--- src/rtl/gpio_expander_pkg.sv ---
package gpio_expander_pkg;

  localparam int PORT_W = 8;

  typedef enum logic [2:0] {
    ST_IDLE,
    ST_ADDR,
    ST_CMD,
    ST_DATA,
    ST_SKIP
  } busState_t;

  // strobes from bus control to register datapath
  typedef struct packed {
    logic              wrStb;
    logic [7:0]        cmd;
    logic [PORT_W-1:0] data;
  } regStrobe_t;

endpackage

--- src/rtl/gpio_expander_ctrl.sv ---
module gpio_expander_ctrl
  import gpio_expander_pkg::*;
#(
  parameter int         SYNC_STAGES = 2,
  parameter logic [3:0] ADDR_PREFIX = 4'b0100
) (
  input  logic       clk,
  input  logic       rstN,
  input  logic       sclIn,
  input  logic       sdaIn,
  input  logic [2:0] strapAddr,
  output logic       sdaDrvLow,
  output regStrobe_t strobe
);

  localparam int CNT_W   = 4;
  localparam int ACK_POS = 8;
  localparam int END_POS = 9;

  logic [SYNC_STAGES-1:0] sclChain, sdaChain;
  logic sclS, sdaS, sclPrev, sdaPrev;

  // synchroniser chains, idle bus value is high
  genvar gi;
  generate
    for (gi = 0; gi < SYNC_STAGES; gi++) begin : g_sync
      always_ff @(posedge clk or negedge rstN) begin
        if (!rstN) begin
          sclChain[gi] <= 1'b1;
          sdaChain[gi] <= 1'b1;
        end else if (gi == 0) begin
          sclChain[gi] <= sclIn;
          sdaChain[gi] <= sdaIn;
        end else begin
          sclChain[gi] <= sclChain[gi-1];
          sdaChain[gi] <= sdaChain[gi-1];
        end
      end
    end
  endgenerate

  assign sclS = sclChain[SYNC_STAGES-1];
  assign sdaS = sdaChain[SYNC_STAGES-1];

  always_ff @(posedge clk or negedge rstN) begin
    if (!rstN) begin
      sclPrev <= 1'b1;
      sdaPrev <= 1'b1;
    end else begin
      sclPrev <= sclS;
      sdaPrev <= sdaS;
    end
  end

  logic sclRise, sclFall, startDet, stopDet;
  assign sclRise  = sclS & ~sclPrev;
  assign sclFall  = ~sclS & sclPrev;
  assign startDet = sclS & sclPrev & sdaPrev & ~sdaS;
  assign stopDet  = sclS & sclPrev & ~sdaPrev & sdaS;

  busState_t         state;
  logic [CNT_W-1:0]  bitCnt;
  logic [7:0]        shiftReg;
  logic [7:0]        cmdReg;
  logic              ackDrv;
  logic              wrStb;
  logic              addrHit;

  assign addrHit = (shiftReg[7:1] == {ADDR_PREFIX, strapAddr}) && !shiftReg[0];

  always_ff @(posedge clk or negedge rstN) begin
    if (!rstN) begin
      state    <= ST_IDLE;
      bitCnt   <= '0;
      shiftReg <= '0;
      cmdReg   <= '0;
      ackDrv   <= 1'b0;
      wrStb    <= 1'b0;
    end else begin
      wrStb <= 1'b0;
      if (startDet) begin
        state  <= ST_ADDR;
        bitCnt <= '0;
        ackDrv <= 1'b0;
      end else if (stopDet) begin
        state  <= ST_IDLE;
        bitCnt <= '0;
        ackDrv <= 1'b0;
      end else if (state != ST_IDLE && state != ST_SKIP) begin
        if (sclRise) begin
          if (bitCnt < CNT_W'(ACK_POS)) begin
            shiftReg <= {shiftReg[6:0], sdaS};
            bitCnt   <= bitCnt + 1'b1;
          end else if (bitCnt == CNT_W'(ACK_POS)) begin
            bitCnt <= CNT_W'(END_POS);
          end
        end else if (sclFall) begin
          if (bitCnt == CNT_W'(ACK_POS)) begin
            if (state == ST_ADDR && !addrHit) begin
              state  <= ST_SKIP;
              bitCnt <= '0;
            end else begin
              ackDrv <= 1'b1;
            end
          end else if (bitCnt == CNT_W'(END_POS)) begin
            ackDrv <= 1'b0;
            bitCnt <= '0;
            unique case (state)
              ST_ADDR: state <= ST_CMD;
              ST_CMD: begin
                cmdReg <= shiftReg;
                state  <= ST_DATA;
              end
              ST_DATA: wrStb <= 1'b1;
              default: state <= state;
            endcase
          end
        end
      end
    end
  end

  assign sdaDrvLow    = ackDrv;
  assign strobe.wrStb = wrStb;
  assign strobe.cmd   = cmdReg;
  assign strobe.data  = shiftReg;

  // acknowledge only asserted while SCL is low
  a_r4_ack_rise_scl_low: assert property (@(posedge clk) disable iff (!rstN)
    $rose(ackDrv) |-> !sclS);
  // an unselected slave never pulls SDA
  a_r3_skip_no_ack: assert property (@(posedge clk) disable iff (!rstN)
    (state == ST_SKIP || state == ST_IDLE) |-> !ackDrv);
  // a START always restarts address reception
  a_r10_start_restarts: assert property (@(posedge clk) disable iff (!rstN)
    startDet |=> (state == ST_ADDR && bitCnt == '0));
  // write strobes only come from the data phase
  a_r9_strobe_in_data: assert property (@(posedge clk) disable iff (!rstN)
    wrStb |-> state == ST_DATA);
  a_r2_cnt_range: assert property (@(posedge clk) disable iff (!rstN)
    bitCnt <= CNT_W'(END_POS));

endmodule

--- src/rtl/gpio_expander_regs.sv ---
module gpio_expander_regs
  import gpio_expander_pkg::*;
#(
  parameter logic [PORT_W-1:0] OUT_RESET = '1,
  parameter logic [PORT_W-1:0] POL_RESET = '0,
  parameter logic [PORT_W-1:0] CFG_RESET = '1
) (
  input  logic              clk,
  input  logic              rstN,
  input  regStrobe_t        strobe,
  output logic [PORT_W-1:0] portOut,
  output logic [PORT_W-1:0] portOe
);

  localparam logic [7:0] CMD_OUT = 8'h01;
  localparam logic [7:0] CMD_POL = 8'h02;
  localparam logic [7:0] CMD_CFG = 8'h03;

  logic [PORT_W-1:0] outReg, polReg, cfgReg;

  always_ff @(posedge clk or negedge rstN) begin
    if (!rstN) begin
      outReg <= OUT_RESET;
      polReg <= POL_RESET;
      cfgReg <= CFG_RESET;
    end else if (strobe.wrStb) begin
      if (strobe.cmd == CMD_OUT) outReg <= strobe.data;
      if (strobe.cmd == CMD_POL) polReg <= strobe.data;
      if (strobe.cmd == CMD_CFG) cfgReg <= strobe.data;
    end
  end

  genvar pi;
  generate
    for (pi = 0; pi < PORT_W; pi++) begin : g_pin
      assign portOut[pi] = outReg[pi];
      assign portOe[pi]  = ~cfgReg[pi];
    end
  endgenerate

  // without a strobe nothing moves
  a_r8_hold_no_strobe: assert property (@(posedge clk) disable iff (!rstN)
    !strobe.wrStb |=> ($stable(outReg) && $stable(polReg) && $stable(cfgReg)));
  // unmapped commands leave every register alone
  a_r8_bad_cmd_ignored: assert property (@(posedge clk) disable iff (!rstN)
    (strobe.wrStb && (strobe.cmd == 8'h00 || strobe.cmd > CMD_CFG))
      |=> ($stable(outReg) && $stable(polReg) && $stable(cfgReg)));
  // a polarity write leaves the pins as they were
  a_r7_pol_no_pin: assert property (@(posedge clk) disable iff (!rstN)
    (strobe.wrStb && strobe.cmd == CMD_POL) |=> ($stable(portOut) && $stable(portOe)));
  // an output write lands next cycle
  a_r5_out_written: assert property (@(posedge clk) disable iff (!rstN)
    (strobe.wrStb && strobe.cmd == CMD_OUT) |=> portOut == $past(strobe.data));

endmodule

--- src/rtl/gpio_expander_slave.sv ---
module gpio_expander_slave
  import gpio_expander_pkg::*;
#(
  parameter int         SYNC_STAGES = 2,
  parameter logic [3:0] ADDR_PREFIX = 4'b0100
) (
  input  logic              clk,
  input  logic              rstN,
  input  logic              sclIn,
  input  logic              sdaIn,
  input  logic [2:0]        strapAddr,
  output logic              sdaDrvLow,
  output logic [PORT_W-1:0] portOut,
  output logic [PORT_W-1:0] portOe
);

  regStrobe_t strobe;

  gpio_expander_ctrl #(
    .SYNC_STAGES (SYNC_STAGES),
    .ADDR_PREFIX (ADDR_PREFIX)
  ) ctrl_i (
    .clk       (clk),
    .rstN      (rstN),
    .sclIn     (sclIn),
    .sdaIn     (sdaIn),
    .strapAddr (strapAddr),
    .sdaDrvLow (sdaDrvLow),
    .strobe    (strobe)
  );

  gpio_expander_regs regs_i (
    .clk     (clk),
    .rstN    (rstN),
    .strobe  (strobe),
    .portOut (portOut),
    .portOe  (portOe)
  );

endmodule

--- config.mk ---
export PLATFORM = sky130hd
export DESIGN_NAME = gpio_expander_slave
export DESIGN_NICKNAME = d
export VERILOG_FILES = /design/src/rtl/gpio_expander_pkg.sv /design/src/rtl/gpio_expander_ctrl.sv /design/src/rtl/gpio_expander_regs.sv /design/src/rtl/gpio_expander_slave.sv
export SDC_FILE = /design/constraint.sdc
export NUM_CORES = 1
export LEC_CHECK = 0
export BUFFER_PORTS_ARGS = -buffer_cell sky130_fd_sc_hd__buf_2
export CORE_ASPECT_RATIO = 1.4
export CORE_UTILIZATION = 55
export DETAILED_ROUTE_END_ITERATION = 10
export GPL_TIMING_DRIVEN = 0
export HOLD_SLACK_MARGIN = 0.03
export PLACE_DENSITY = 0.78
export SLEW_MARGIN = 40
export SYNTH_ARGS = -nofsm -noshare
export SYNTH_HDL_FRONTEND = slang
export SYNTH_SLANG_ARGS = --single-unit
--- constraint.sdc ---
create_clock -name clk -period 6.4 [get_ports clk]
set_clock_uncertainty 0.2 [all_clocks]
set_input_delay 0.32 -clock clk [delete_from_list [all_inputs] [get_ports clk]]
set_output_delay 0.32 -clock clk [all_outputs]
set_load 0.02 [all_outputs]
==> results by group <==
Logic synthesis
  – Xor and xnor area share after synthesis: 1.97%
  – Synth Area per Inst: 12.7 µm²
  – Unique masters post-synth: 46
  – Synth area leader: dfrtp_1
  – Share of the synthesized area in the top cell type: 28.2%
  – Post-Syn Area: 2220 µm²
  – #FFs+latches synth: 47
  – Synth Area in Adders: 3.95%
  – Synth area leaders: dfrtp_1 28%, dfstp_2 26%, mux2_2 16%
  – Yosys warning count: 0
  – Simple-gate share of the synthesized area: 10.7%
  – Compound-Gate Fraction of Synth Area: 8.74%
  – Syn nets: 189
  – Ys async rst share: 100%
  – Most frequent cell after synthesis: mux2_2
  – Sequential area share after synthesis: 54.3%
  – Post-synth EDFFs: 0
  – Largest family of logic cells by synthesized area: multiplexers
  – Ys flop type: dfrtp_1
  – Gate Count Post-Synth: 175
  – Synth cell count leaders: 32 x mux2_2, 25 x dfrtp_1, 22 x dfstp_2
  – Post-synthesis mux area share: 16.7%

Worst hold path
  – Hold Crit Class: reg2reg
  – Worst Hold Path EP: ctrl_i.sclS
  – Hold-critical path depth: 0
  – Hold path startpoint: ctrl_i.sclChain[0]

Placement
  – I/O Buffers: 23
  – Placed Instances: 240
  – Post-Place Worst Slack: 4.06 ns
  – RePlAce Congestion: 0.913
  – HPWL after DPL: 2710 µm

Global routing
  – Initial antenna violation count: 0
  – GRT overflow: 0
  – Global routing met1 resource utilization: 20.5%
  – Largest net degree at the start of global routing: 48
  – GRT Max-Usage Layer: met2
  – First-pass GRT wire length: 6240 µm
  – Met2 usage: 34.1%
  – GRT Util Overall: 18.8%
  – Vias in the first global route: 1451
  – Met3 Usage GRT: 4.55%

Drt
  – Via density: 5.55
  – Routed WL per cell: 14.9 µm
  – # DRC: 0
  – Detailed Route Iter0 Violations: 37
  – Antenna viol nets, final: 0
  – Via count: 1393
  – Routed wire length: 3750 µm
  – Pre-Repair DR Iteration Count: 4

Timing
  – Fmax: 427 MHz
  – Setup slack after layout: 4.06 ns
  – Hold Fails Final Rpt: 0
  – Least-Margin Pin Slew: 0.552 ns
  – Tmin final: 2.34 ns
  – Crit share post-route: 36.6%
  – Slew Limit Headroom: 63.2%
  – RSZ-0062 raised after global routing: false
  – Fin Setup TNS: 0 ns
  – Setup Viol. Count Final: 0
  – Slew Limit Fails: 0

Critical path
  – Worst EP required: 6.38 ns
  – R2r startpoint: ctrl_i.sclPrev
  – WS Path Type: reg2reg
  – Crit path max-delay family: simple AND/OR/NAND/NOR gates
  – Critical path cell sequence: inv_1, ha_1, nor2b_1, nand3_1, nor3_4, mux2_2
  – Max incr delay on CP: 0.55 ns
  – RR Endpoint: ctrl_i.cmdReg[2]
  – Crit-path max FO: 8
  – Reg2reg path depth: 6
  – CP arrival: 2.32 ns
  – Worst path bufs/invs: 1
  – R2r setup slk: 4.06 ns
  – Critical path's slowest cell: dfstp_2
  – CP Launch Type: flip-flop
  – Kind of capture point of the worst setup path: flip-flop
  – CP startpoint: ctrl_i.sclPrev

Power
  – P_sw: 0.238 mW
  – Int Pwr: 0.577 mW
  – Leakage: 1.17 nW
  – Switch share: 29.2%
  – Max VDD drop: 233 µV
  – Flop pwr share: 47.7%
  – Cell Pwr Density: 319 nW/µm²
  – Total power: 0.815 mW
  – Clock network power share: 30.5%
  – Logic pwr share: 21.8%

CTS
  – Worst-path clk slew: 0.08 ns
  – Htree depth: 2
  – Root buffer cell: clkbuf_8
  – Cts bufs inserted: 5
  – Clock sink count: 47
  – CTS tree: yes
  – Clk_lat worst skew: 0.29 ns
  – Clock Tree Buf Depth: 2

Die
  – Vert. Die Dim: 77.1 µm
  – Core ar.: 3740 µm²
  – I/O pin total: 24
  – Initial Utilization: 59.3%
  – # rows: 26
  – Die area: 4300 µm²
  – Die width: 55.7 µm

Final layout
  – Fraction of layout cells with a size suffix above 1: 45.9%
  – Fin nets: 222
  – Non-Filler Instances: 251
  – Antenna cells: 0
  – Area grow syn2layout: 15.0%

Run status
  – Status: finished, final reports clean

Flow run
  – MaxCap Viol Count: 0
[metal layers]
metal	part of all wire, %	up-vias
li1	-	675
met1	43	680
met2	53	31
met3	2.7	7
met4	1.9	0
met5	0	-
[repair_timing]
action                                  in CTS  in global routing
hold endpoints to repair                    27                  0
endpoints found under the setup margin       0                  0
gates resized for setup                      0                  0
hold buffers                                 3                  0
setup buffers                                0                  0
[cell usage in the layout, fill, tap and decap left out, types with 2 or more instances in the layout]
cell / instances
a21oi_1: 6
dlygate4sd3_1: 3
dfrtp_1: 25
nor4b_1: 2
nand2_1: 7
dfstp_2: 22
nor3_1: 2
o21ai_0: 3
nand3_1: 4
a31oi_1: 2
xor2_1: 4
clkbuf_8: 5
nor2_1: 8
buf_2: 23
clkbuf_1: 2
a21o_1: 2
o211ai_1: 2
mux2_2: 32
nand2b_1: 2
nor3_4: 2
inv_1: 15
ha_1: 7
bufinv_16: 2
[worst reg2reg max path, stage by stage, from the launching register on]
cell and delay, ns:
dfstp_2 0.55, inv_1 0.06, ha_1 0.24, nor2b_1 0.19, nand3_1 0.18, nor3_4 0.42
mux2_2 0.39
[flip-flops by register name, indices dropped and copies added (netlist names), 3 cells and up]
register	count
ctrl_i.shiftReg	8
regs_i.cfgReg	8
ctrl_i.bitCnt	4
ctrl_i.state	3
regs_i.portOut	8
ctrl_i.cmdReg	8
[how the worst max path moves through the flow]
stage | endpoint | slack [ns] | cells after the start
6_report | ctrl_i.cmdReg[2] | 4.06 | 6
5_1_grt | ctrl_i.cmdReg[2] | 3.94 | 6
4_1_cts | ctrl_i.cmdReg[2] | 4.05 | 6
3_5_place_dp | ctrl_i.cmdReg[2] | 4.06 | 6
3_3_place_gp | ctrl_i.cmdReg[2] | 4.16 | 6
2_1_floorplan | ctrl_i.cmdReg[0] | 4.29 | 6
[power groups by stage]
stage / registers, mW / clock network [mW] / logic (mW)
floorplan: 0.379 / 0 / 0.139
global placement: 0.391 / 0 / 0.167
detailed placement: 0.395 / 0 / 0.175
CTS: 0.389 / 0.252 / 0.179
global route: 0.397 / 0.264 / 0.197
finish: 0.389 / 0.249 / 0.177
[metrics by stage]
stage / utilization, % / cell area (µm²) / hold WS [ns]
detailed placement: 63.8 / 2390 / 0.148
finish: 68.2 / 2550 / 0.158
global placement: 63.8 / 2390 / 0.146
floorplan: - / 2220 / -0.176
CTS: 68.2 / 2550 / 0.160
global route: 68.2 / 2550 / 0.161
[layout make-up]
type | instances | area [µm²]
clock inverters | 2 | 60.1
fillers | 296 | 1190
plain buffers | 4 | 25.0
flip-flops and latches | 47 | 1200
repair buffers | 26 | 148
multi-input cells | 109 | 933
clock buffers | 6 | 72.6
inverters | 15 | 56.3
well taps | 42 | 52.6
[kinds of logic (layout without fill, tap and decap cells)]
kind of cell,count (synthesis),after routing
AO/OA/AOI/OAI,26,26
XOR/XNOR,5,5
adder cells (fa/ha/maj),7,7
buffers and inverters,19,53
flip-flops,47,47
multiplexers,33,33
AND/OR/NAND/NOR,38,38
Power figures use the tool's default switching activity.
